--- config.mk ---
export PLATFORM = sky130hd
export DESIGN_NAME = ucodeSequencer
export DESIGN_NICKNAME = d
export VERILOG_FILES = /design/src/rtl/ucodePkg.sv /design/src/rtl/ucodeStore.sv /design/src/rtl/ucodeDispatch.sv /design/src/rtl/ucodeNextAddr.sv /design/src/rtl/ucodeSequencer.sv
export SDC_FILE = /design/constraint.sdc
export NUM_CORES = 1
export LEC_CHECK = 0
export BUFFER_PORTS_ARGS = -buffer_cell sky130_fd_sc_hd__buf_2
export CAP_MARGIN = 20
export CORE_ASPECT_RATIO = 1.25
export CORE_UTILIZATION = 50
export DETAILED_ROUTE_END_ITERATION = 12
export GPL_TIMING_DRIVEN = 0
export HOLD_SLACK_MARGIN = 0.03
export PLACE_DENSITY_LB_ADDON = 0.12
export SKIP_LAST_GASP = 1
export SLEW_MARGIN = 20
export SYNTH_ARGS = -nofsm -noshare
export SYNTH_HDL_FRONTEND = slang
export SYNTH_SLANG_ARGS = --single-unit
--- constraint.sdc ---
create_clock -name clk -period 3.9 [get_ports clk]
set_input_delay 0.975 -clock clk [delete_from_list [all_inputs] [get_ports clk]]
set_output_delay 0.975 -clock clk [all_outputs]
set_load 0.005 [all_outputs]
--- src/rtl/ucodePkg.sv ---
package ucodePkg;
  parameter int UADDR_W = 6;
  parameter int OP_W    = 6;
  parameter int CTRL_W  = 17;

  typedef enum logic [2:0] {RS_RS, RS_RT, RS_RD, RS_PC, RS_LINK} regSel_e;
  typedef enum logic [1:0] {IMM_OFF, IMM_SEXT, IMM_SEXT_SH2, IMM_JFIELD} immSel_e;
  typedef enum logic [2:0] {ALU_ADD, ALU_INC4, ALU_PASSA, ALU_FUNC, ALU_JTARG} aluOp_e;
  typedef enum logic [2:0] {JT_NEXT, JT_SPIN, JT_FETCH, JT_DISPATCH, JT_FEQZ, JT_FNEZ} jump_e;

  typedef struct packed {
    logic    ldIR;
    logic    ldA;
    logic    ldB;
    logic    ldMA;
    regSel_e regSel;
    logic    regWrt;
    logic    enReg;
    immSel_e immSel;
    aluOp_e  aluOp;
    logic    enALU;
    logic    enMem;
    logic    memWrt;
  } ctrlWord_t;

  typedef struct packed {
    ctrlWord_t            ctrl;
    jump_e                jump;
    logic [UADDR_W-1:0]   absAddr;
  } storeEntry_t;

  // Routine start addresses in the control store
  localparam int A_FETCH = 0;
  localparam int A_ALU   = 4;
  localparam int A_ALUI  = 7;
  localparam int A_LW    = 10;
  localparam int A_SW    = 15;
  localparam int A_BEQZ  = 20;
  localparam int A_BNEZ  = 25;
  localparam int A_J     = 30;
  localparam int A_JAL   = 33;

  // Macro opcodes
  localparam logic [OP_W-1:0] OP_ALU  = 6'h00;
  localparam logic [OP_W-1:0] OP_ALUI = 6'h08;
  localparam logic [OP_W-1:0] OP_LW   = 6'h23;
  localparam logic [OP_W-1:0] OP_SW   = 6'h2B;
  localparam logic [OP_W-1:0] OP_BEQZ = 6'h04;
  localparam logic [OP_W-1:0] OP_BNEZ = 6'h05;
  localparam logic [OP_W-1:0] OP_J    = 6'h02;
  localparam logic [OP_W-1:0] OP_JAL  = 6'h03;

  function automatic ctrlWord_t cw(logic ldIR, logic ldA, logic ldB, logic ldMA,
                                   regSel_e rs, logic regWrt, logic enReg,
                                   immSel_e imm, aluOp_e alu, logic enALU,
                                   logic enMem, logic memWrt);
    ctrlWord_t c;
    c.ldIR = ldIR; c.ldA = ldA; c.ldB = ldB; c.ldMA = ldMA;
    c.regSel = rs; c.regWrt = regWrt; c.enReg = enReg;
    c.immSel = imm; c.aluOp = alu; c.enALU = enALU;
    c.enMem = enMem; c.memWrt = memWrt;
    return c;
  endfunction

  function automatic storeEntry_t ent(ctrlWord_t c, jump_e j, int abs);
    storeEntry_t e;
    e.ctrl = c;
    e.jump = j;
    e.absAddr = UADDR_W'(abs);
    return e;
  endfunction

  // Frequently used transfers
  function automatic ctrlWord_t regToA(regSel_e s);
    return cw(1'b0, 1'b1, 1'b0, 1'b0, s, 1'b0, 1'b1, IMM_OFF, ALU_ADD, 1'b0, 1'b0, 1'b0);
  endfunction

  function automatic ctrlWord_t immToB(immSel_e s);
    return cw(1'b0, 1'b0, 1'b1, 1'b0, RS_RS, 1'b0, 1'b0, s, ALU_ADD, 1'b0, 1'b0, 1'b0);
  endfunction

  function automatic ctrlWord_t aluToReg(aluOp_e op, regSel_e s);
    return cw(1'b0, 1'b0, 1'b0, 1'b0, s, 1'b1, 1'b0, IMM_OFF, op, 1'b1, 1'b0, 1'b0);
  endfunction

  localparam ctrlWord_t CW_IDLE = '0;
endpackage

--- src/rtl/ucodeStore.sv ---
module ucodeStore
  import ucodePkg::*;
(
  input  logic [UADDR_W-1:0] uAddr,
  output storeEntry_t        entry
);
  always_comb begin
    case (int'(uAddr))
      // instruction fetch
      A_FETCH+0: entry = ent(cw(1'b0, 1'b0, 1'b0, 1'b1, RS_PC, 1'b0, 1'b1, IMM_OFF, ALU_ADD, 1'b0, 1'b0, 1'b0), JT_NEXT, 0);
      A_FETCH+1: entry = ent(cw(1'b1, 1'b0, 1'b0, 1'b0, RS_RS, 1'b0, 1'b0, IMM_OFF, ALU_ADD, 1'b0, 1'b1, 1'b0), JT_SPIN, 0);
      A_FETCH+2: entry = ent(regToA(RS_PC), JT_NEXT, 0);
      A_FETCH+3: entry = ent(aluToReg(ALU_INC4, RS_PC), JT_DISPATCH, 0);
      // register ALU
      A_ALU+0:   entry = ent(regToA(RS_RS), JT_NEXT, 0);
      A_ALU+1:   entry = ent(cw(1'b0, 1'b0, 1'b1, 1'b0, RS_RT, 1'b0, 1'b1, IMM_OFF, ALU_ADD, 1'b0, 1'b0, 1'b0), JT_NEXT, 0);
      A_ALU+2:   entry = ent(aluToReg(ALU_FUNC, RS_RD), JT_FETCH, 0);
      // ALU immediate
      A_ALUI+0:  entry = ent(regToA(RS_RS), JT_NEXT, 0);
      A_ALUI+1:  entry = ent(immToB(IMM_SEXT), JT_NEXT, 0);
      A_ALUI+2:  entry = ent(aluToReg(ALU_FUNC, RS_RT), JT_FETCH, 0);
      // load word
      A_LW+0:    entry = ent(regToA(RS_RS), JT_NEXT, 0);
      A_LW+1:    entry = ent(immToB(IMM_SEXT), JT_NEXT, 0);
      A_LW+2:    entry = ent(cw(1'b0, 1'b0, 1'b0, 1'b1, RS_RS, 1'b0, 1'b0, IMM_OFF, ALU_ADD, 1'b1, 1'b0, 1'b0), JT_NEXT, 0);
      A_LW+3:    entry = ent(cw(1'b0, 1'b0, 1'b0, 1'b0, RS_RT, 1'b1, 1'b0, IMM_OFF, ALU_ADD, 1'b0, 1'b1, 1'b0), JT_SPIN, 0);
      A_LW+4:    entry = ent(CW_IDLE, JT_FETCH, 0);
      // store word
      A_SW+0:    entry = ent(regToA(RS_RS), JT_NEXT, 0);
      A_SW+1:    entry = ent(immToB(IMM_SEXT), JT_NEXT, 0);
      A_SW+2:    entry = ent(cw(1'b0, 1'b0, 1'b0, 1'b1, RS_RS, 1'b0, 1'b0, IMM_OFF, ALU_ADD, 1'b1, 1'b0, 1'b0), JT_NEXT, 0);
      A_SW+3:    entry = ent(cw(1'b0, 1'b0, 1'b0, 1'b0, RS_RT, 1'b0, 1'b1, IMM_OFF, ALU_ADD, 1'b0, 1'b1, 1'b1), JT_SPIN, 0);
      A_SW+4:    entry = ent(CW_IDLE, JT_FETCH, 0);
      // branch if zero
      A_BEQZ+0:  entry = ent(regToA(RS_RS), JT_NEXT, 0);
      A_BEQZ+1:  entry = ent(CW_IDLE, JT_FNEZ, A_FETCH);
      A_BEQZ+2:  entry = ent(regToA(RS_PC), JT_NEXT, 0);
      A_BEQZ+3:  entry = ent(immToB(IMM_SEXT_SH2), JT_NEXT, 0);
      A_BEQZ+4:  entry = ent(aluToReg(ALU_ADD, RS_PC), JT_FETCH, 0);
      // branch if not zero
      A_BNEZ+0:  entry = ent(regToA(RS_RS), JT_NEXT, 0);
      A_BNEZ+1:  entry = ent(CW_IDLE, JT_FEQZ, A_FETCH);
      A_BNEZ+2:  entry = ent(regToA(RS_PC), JT_NEXT, 0);
      A_BNEZ+3:  entry = ent(immToB(IMM_SEXT_SH2), JT_NEXT, 0);
      A_BNEZ+4:  entry = ent(aluToReg(ALU_ADD, RS_PC), JT_FETCH, 0);
      // jump
      A_J+0:     entry = ent(regToA(RS_PC), JT_NEXT, 0);
      A_J+1:     entry = ent(immToB(IMM_JFIELD), JT_NEXT, 0);
      A_J+2:     entry = ent(aluToReg(ALU_JTARG, RS_PC), JT_FETCH, 0);
      // jump and link
      A_JAL+0:   entry = ent(regToA(RS_PC), JT_NEXT, 0);
      A_JAL+1:   entry = ent(aluToReg(ALU_PASSA, RS_LINK), JT_NEXT, 0);
      A_JAL+2:   entry = ent(immToB(IMM_JFIELD), JT_NEXT, 0);
      A_JAL+3:   entry = ent(aluToReg(ALU_JTARG, RS_PC), JT_FETCH, 0);
      default:   entry = ent(CW_IDLE, JT_FETCH, 0);
    endcase
  end
endmodule

--- src/rtl/ucodeDispatch.sv ---
module ucodeDispatch
  import ucodePkg::*;
(
  input  logic [OP_W-1:0]    opcode,
  output logic [UADDR_W-1:0] dispAddr
);
  always_comb begin
    case (opcode)
      OP_ALU:  dispAddr = UADDR_W'(A_ALU);
      OP_ALUI: dispAddr = UADDR_W'(A_ALUI);
      OP_LW:   dispAddr = UADDR_W'(A_LW);
      OP_SW:   dispAddr = UADDR_W'(A_SW);
      OP_BEQZ: dispAddr = UADDR_W'(A_BEQZ);
      OP_BNEZ: dispAddr = UADDR_W'(A_BNEZ);
      OP_J:    dispAddr = UADDR_W'(A_J);
      OP_JAL:  dispAddr = UADDR_W'(A_JAL);
      default: dispAddr = UADDR_W'(A_FETCH);
    endcase
  end
endmodule

--- src/rtl/ucodeNextAddr.sv ---
module ucodeNextAddr
  import ucodePkg::*;
(
  input  logic [UADDR_W-1:0] uPC,
  input  jump_e              jumpType,
  input  logic [UADDR_W-1:0] absAddr,
  input  logic [UADDR_W-1:0] dispAddr,
  input  logic               zero,
  input  logic               busy,
  output logic [UADDR_W-1:0] nextPC
);
  logic [UADDR_W-1:0] incPC;
  assign incPC = uPC + 1'b1;

  always_comb begin
    case (jumpType)
      JT_NEXT:     nextPC = incPC;
      JT_SPIN:     nextPC = busy ? uPC : incPC;
      JT_FETCH:    nextPC = UADDR_W'(A_FETCH);
      JT_DISPATCH: nextPC = dispAddr;
      JT_FEQZ:     nextPC = zero ? absAddr : incPC;
      JT_FNEZ:     nextPC = zero ? incPC : absAddr;
      default:     nextPC = UADDR_W'(A_FETCH);
    endcase
  end
endmodule

--- src/rtl/ucodeSequencer.sv ---
module ucodeSequencer
  import ucodePkg::*;
(
  input  logic              clk,
  input  logic              rstN,
  input  logic [OP_W-1:0]   opcode,
  input  logic              zero,
  input  logic              busy,
  output logic [CTRL_W-1:0] ctrlOut
);
  logic [UADDR_W-1:0] uPC;
  logic [UADDR_W-1:0] nextPC;
  logic [UADDR_W-1:0] dispAddr;
  storeEntry_t        entry;

  ucodeStore u_store (
    .uAddr (uPC),
    .entry (entry)
  );

  ucodeDispatch u_disp (
    .opcode   (opcode),
    .dispAddr (dispAddr)
  );

  ucodeNextAddr u_next (
    .uPC      (uPC),
    .jumpType (entry.jump),
    .absAddr  (entry.absAddr),
    .dispAddr (dispAddr),
    .zero     (zero),
    .busy     (busy),
    .nextPC   (nextPC)
  );

  always_ff @(posedge clk or negedge rstN) begin
    if (!rstN) uPC <= UADDR_W'(A_FETCH);
    else       uPC <= nextPC;
  end

  assign ctrlOut = entry.ctrl;
endmodule

==> After elaboration in Yosys (flattened, before gate mapping) <==
Memory sizes are Yosys's and may differ from the RTL's.
Cells that the tools add are included.
{ "classes": {"n_mul": 0, "order_cmp": 0, "n_div": 0, "shift": 0, "eq_ne": 12, "n_bitwise": 0, "mux": 5, "reduce_logical": 2, "add_sub_neg": 1} }
{ "op_table": {"columns": ["op", "count"], "rows": [
  ["one-hot mux 6 bit (8 select lines)", 1],
  ["one-hot mux 6 bit (5 select lines)", 1],
  ["2-to-1 mux 6 bit", 3],
  ["== test 6 x 2 -> 1 bit (second input constant)", 2],
  ["== test 6 x 3 -> 1 bit (second input constant)", 2],
  ["== test 6 bit (second input constant)", 2],
  ["adder 6 x 1 -> 6 bit (second input constant)", 1],
  ["== test 3 bit (second input constant)", 2],
  ["== test 6 x 4 -> 1 bit (second input constant)", 1],
  ["logical NOT 6 bit", 1],
  ["== test 3 x 1 -> 1 bit (second input constant)", 1],
  ["== test 3 x 2 -> 1 bit (second input constant)", 1],
  ["logical NOT 3 bit", 1],
  ["!= test 2 bit (second input constant)", 1]
]} }
{ "totals": {"latch_bits": 0, "ramBits": 0, "in_bits": 10, "regBits": 6, "n_memories": 1, "romBits": 1280, "out_inout_bits": 17} }
{ "mem_list": {"columns": ["memory", "words", "width", "rd", "rd_clocked_by_memory_dff", "wr", "line_no", "source"], "rows": [
  ["(name not given)", 64, 20, 1, 0, 0, "ucodeStore.sv:8", "case (int'(uAddr))"]
]} }

==> Depth between registers and ports, before layout <==
{ "logic_depth": {"word_depth": 3, "depth_mapped": 9, "mapped_depth_nobuf": 8} }

==> Modules after synthesis <==
Synthesis repeated with hierarchy kept, for this count alone.
{ "unflattened": {"cells_unflattened": 238, "area_unflattened_um2": 1644.1} }
{ "by_module_without_submodules": {"columns": ["module", "seq_area_each_um2", "n_inst", "area_each_um2", "cells_per_inst"], "rows": [
  ["ucodeStore", 0.0, 1, 884.6, 138],
  ["ucodeNextAddr", 0.0, 1, 429.2, 67],
  ["ucodeDispatch", 0.0, 1, 180.2, 27],
  ["ucodeSequencer", 150.1, 1, 150.1, 6]
]} }

==> Worst setup path before layout <==
Ideal clock, no wire load.
{ "synth_path": {"path_type": "register to output", "start": "register uPC[0]", "end": "output port ctrlOut[8]", "n_path_buf": 1, "arrival_ns": 1.785, "required_ns": 2.925, "path_stages_with_launch": 9, "path_slack_ns": 1.140, "cell_sequence": "dfrtp_1 > clkbuf_2 > inv_1 > ha_1 > mux2_1 > a21oi_1 > a21oi_1 > a22o_1 > a22o_1"} }
{ "synth_via": {"elab_chain_len": 1} }
{ "synth_rtl": {"columns": ["element", "line_no", "source"], "rows": [
  ["start: declaration", "ucodeSequencer.sv:11", "logic [UADDR_W-1:0] uPC;"],
  ["start signal: assignment", "ucodeSequencer.sv:37", "if (!rstN) uPC <= UADDR_W'(A_FETCH);"],
  ["start signal: assignment", "ucodeSequencer.sv:38", "else uPC <= nextPC;"],
  ["memory read (64 x 20 bit)", null, null],
  ["end: declaration", "ucodeSequencer.sv:9", "output logic [CTRL_W-1:0] ctrlOut"]
]} }
No other way between the ends.

==> Final worst setup path <==
Ends and elaborated chain as after synthesis.

==> reports/results.ini <==
[cts]
clock-sinks=6
insertion_delay_ns=0.24
cts_resized=0
cts_tree=yes
cts_buffers=3
clk_pin_slew_ns=0.04
clk_path_buf_depth=2
cts_setup_buffers=0
root_buffer=clkbuf_4
cts_htree_levels=1
hold_buffers=0

[route]
via_per_inst=6.11
wire_per_inst_um=15.2
antenna_left=0
first_iter_violations=66
first_pass_iters=4
vias=1594
wl_um=3960
drc_errors=0

[power]
p_int_w=0.000520
seq_power_share_pct=10.0
p_per_area_nw_per_um2=719
p_sw_w=0.000606
leakage_nw=0.704
power_frac_comb_pct=85.2
clkPwrFrac_pct=4.8
vdd_drop_max_mv=0.457
swShare_pct=53.8

[placed_design]
dp_hpwl_um=3080
pre_cts_ws_ns=0.823
port_buffers=24
gp_congestion=0.950
placed_cells=258
dpl_cell_area_um2=1540

[global_route]
grt_usage_pct=27.4
grt_max_degree=11
grt_pass1_wl_um=6350
grt_pass1_vias=1479
overflow=0
grt_antenna_before_repair=0

[die]
dieWidth_um=49.0
core.rowCount=20
die_h_um=60.8
boundaryPins=27
core_um2=2530
initial_core_util_pct=54.7
die_area_um2=2980

[timing]
finalCriticalPeriod_ns=3.36
fin_crit_sh_pct=86.2
max_slew_margin_pct=66.1
tightestPinTransition_ns=0.509
postLayoutSetupSlackWorst_ns=0.538
rsz0062_at_grt=no
tns_ns=0
max_freq_mhz=297
hold_viol_final=0
clock_skew_ns=0.00346
setup_viol=0
drv_slew=0
hold_slack_ns=0.542

[yosys]
syn_area_um2=1380
syn_avg_cell_area_um2=6.88
synthArstFlopShare_pct=100
synth-edff-count=0
yosysWarnings=0
synth_cell_type_count=54
syn-instance-count=201
synth-seq-area-share_pct=10.9
synth-main-ff-cell=dfrtp_1
synth-seq-cells=6
syn_nets=219

[setup_path]
start_kind=flop
rr_worst_depth=9
crit_start=uPC[0]$_DFFE_PN0P_
critPathMaxStageDelay_ns=0.41
regToRegStartpoint=uPC[0]$_DFFE_PN0P_
r2r_end=uPC[3]$_DFFE_PN0P_
cp.arrival_ns=2.39
required_ns=2.92
end_kind=output port
cp_cell_sequence=clkbuf_2 > inv_1 > ha_1 > mux2_1 > a21oi_1 > a21oi_1 > a22o_1 > a22o_1 > buf_2
rrSetupSlack_ns=1.28
cp_max_fo=8
critical_path_class=reg -> out
cp_slowest_cell=dfrtp_1

[status]
outcome=completed

[finish]
reg_top3=uPC (6)
diodes=0
stdcell_count=261
final_cell_area_um2=1570
regMostFlops=uPC
nets=248
drive_above_1_share_pct=20.2
syn_to_final_growth_pct=13.3
largest_register_ffs=6

[run]
max_cap_violations=0

[worst_hold_path]
worstHoldPathType=in -> async

## area by class of cell
class | instances | area [um2]
Buffer | 16 | 82.6
Timing Repair Buffer | 24 | 120
Clock buffer | 3 | 22.5
Fill cell | 245 | 961
Tap cell | 33 | 41.3
Multi-Input combinational cell | 168 | 1110
Sequential cell | 6 | 150
Inverter | 11 | 41.3
## layout by cell type, fill, tap and decap left out, drive strengths merged, types with 3 or more instances in the layout
master,n
a21o,3
a21oi,10
a22o,4
a22oi,3
a31oi,3
and2,6
and3,3
buf,32
clkbuf,11
dfrtp,6
ha,8
inv,11
mux2,5
nand2,14
nand2b,7
nand3,7
nand3b,3
nor2,22
nor2b,4
nor3,7
o211ai,4
o21ai,21
xnor2,6
xor2,3
## power by group through the flow
stage	Combinational [W]	Sequential [W]	Clock, W
6_report	0.000960	0.000113	0.0000546
5_1_grt	0.00105	0.000115	0.0000634
4_1_cts	0.000945	0.000112	0.0000567
3_5_place_dp	0.000941	0.000113	0
3_3_place_gp	0.000922	0.000113	0
2_1_floorplan	0.000684	0.000107	0
## worst max-delay path, delay by kind of cell (launching register included)
family                   cells  cell delay [ns]
buffers and inverters        3             0.52
adder cells (fa/ha/maj)      1             0.26
multiplexers                 1             0.29
AO/OA/AOI/OAI                4             0.68
flip-flops                   1             0.41
## stage by stage
step	power, W	util [%]
floorplan	0.000790	-
global placement	0.00103	61.1
detailed placement	0.00105	61.1
CTS	0.00111	62.0
global route	0.00123	62.0
finish	0.00113	62.0
## cell usage after synthesis, types with 5 or more instances
cell / instances / area [um2]
a21oi_1: 10 / 50.1
and2_1: 6 / 37.5
buf_2: 5 / 25.0
clkbuf_1: 7 / 26.3
dfrtp_1: 6 / 150
ha_1: 8 / 100
inv_1: 11 / 41.3
nand2_1: 14 / 52.6
nand2b_1: 7 / 43.8
nand3_1: 7 / 35.0
nor2_1: 21 / 78.8
nor3_1: 7 / 35.0
o21ai_0: 16 / 80.1
xnor2_1: 6 / 52.6
## cell families (layout without fill, tap and decap cells)
kind of cell    after synthesis  in the layout  share of synthesized area, %
simple gates                 79             79                          29.3
fa+ha+maj                     9              9                          7.96
xor+xnor                      9              9                          5.70
mux                           7              7                          5.79
buf+inv                      27             54                          8.96
compound gates               64             64                          31.4
flops                         6              6                          10.9
## routing by layer
layer / GRT usage [%] / vias to the layer above / share of wire (%)
met4: 14.3 / 0 / 2.5
met5: 0 / - / 0
met1: 30.4 / 724 / 40
met3: 2.01 / 11 / 6.2
met2: 53.0 / 86 / 51
li1: - / 773 / -
## how the worst max path moves through the flow
stage,end,cells after the start
3_5_place_dp,ctrlOut[8],9
6_report,ctrlOut[8],9
2_1_floorplan,ctrlOut[8],8
5_1_grt,ctrlOut[8],9
3_3_place_gp,ctrlOut[8],9
4_1_cts,ctrlOut[8],9
Power figures use the tool's default switching activity.
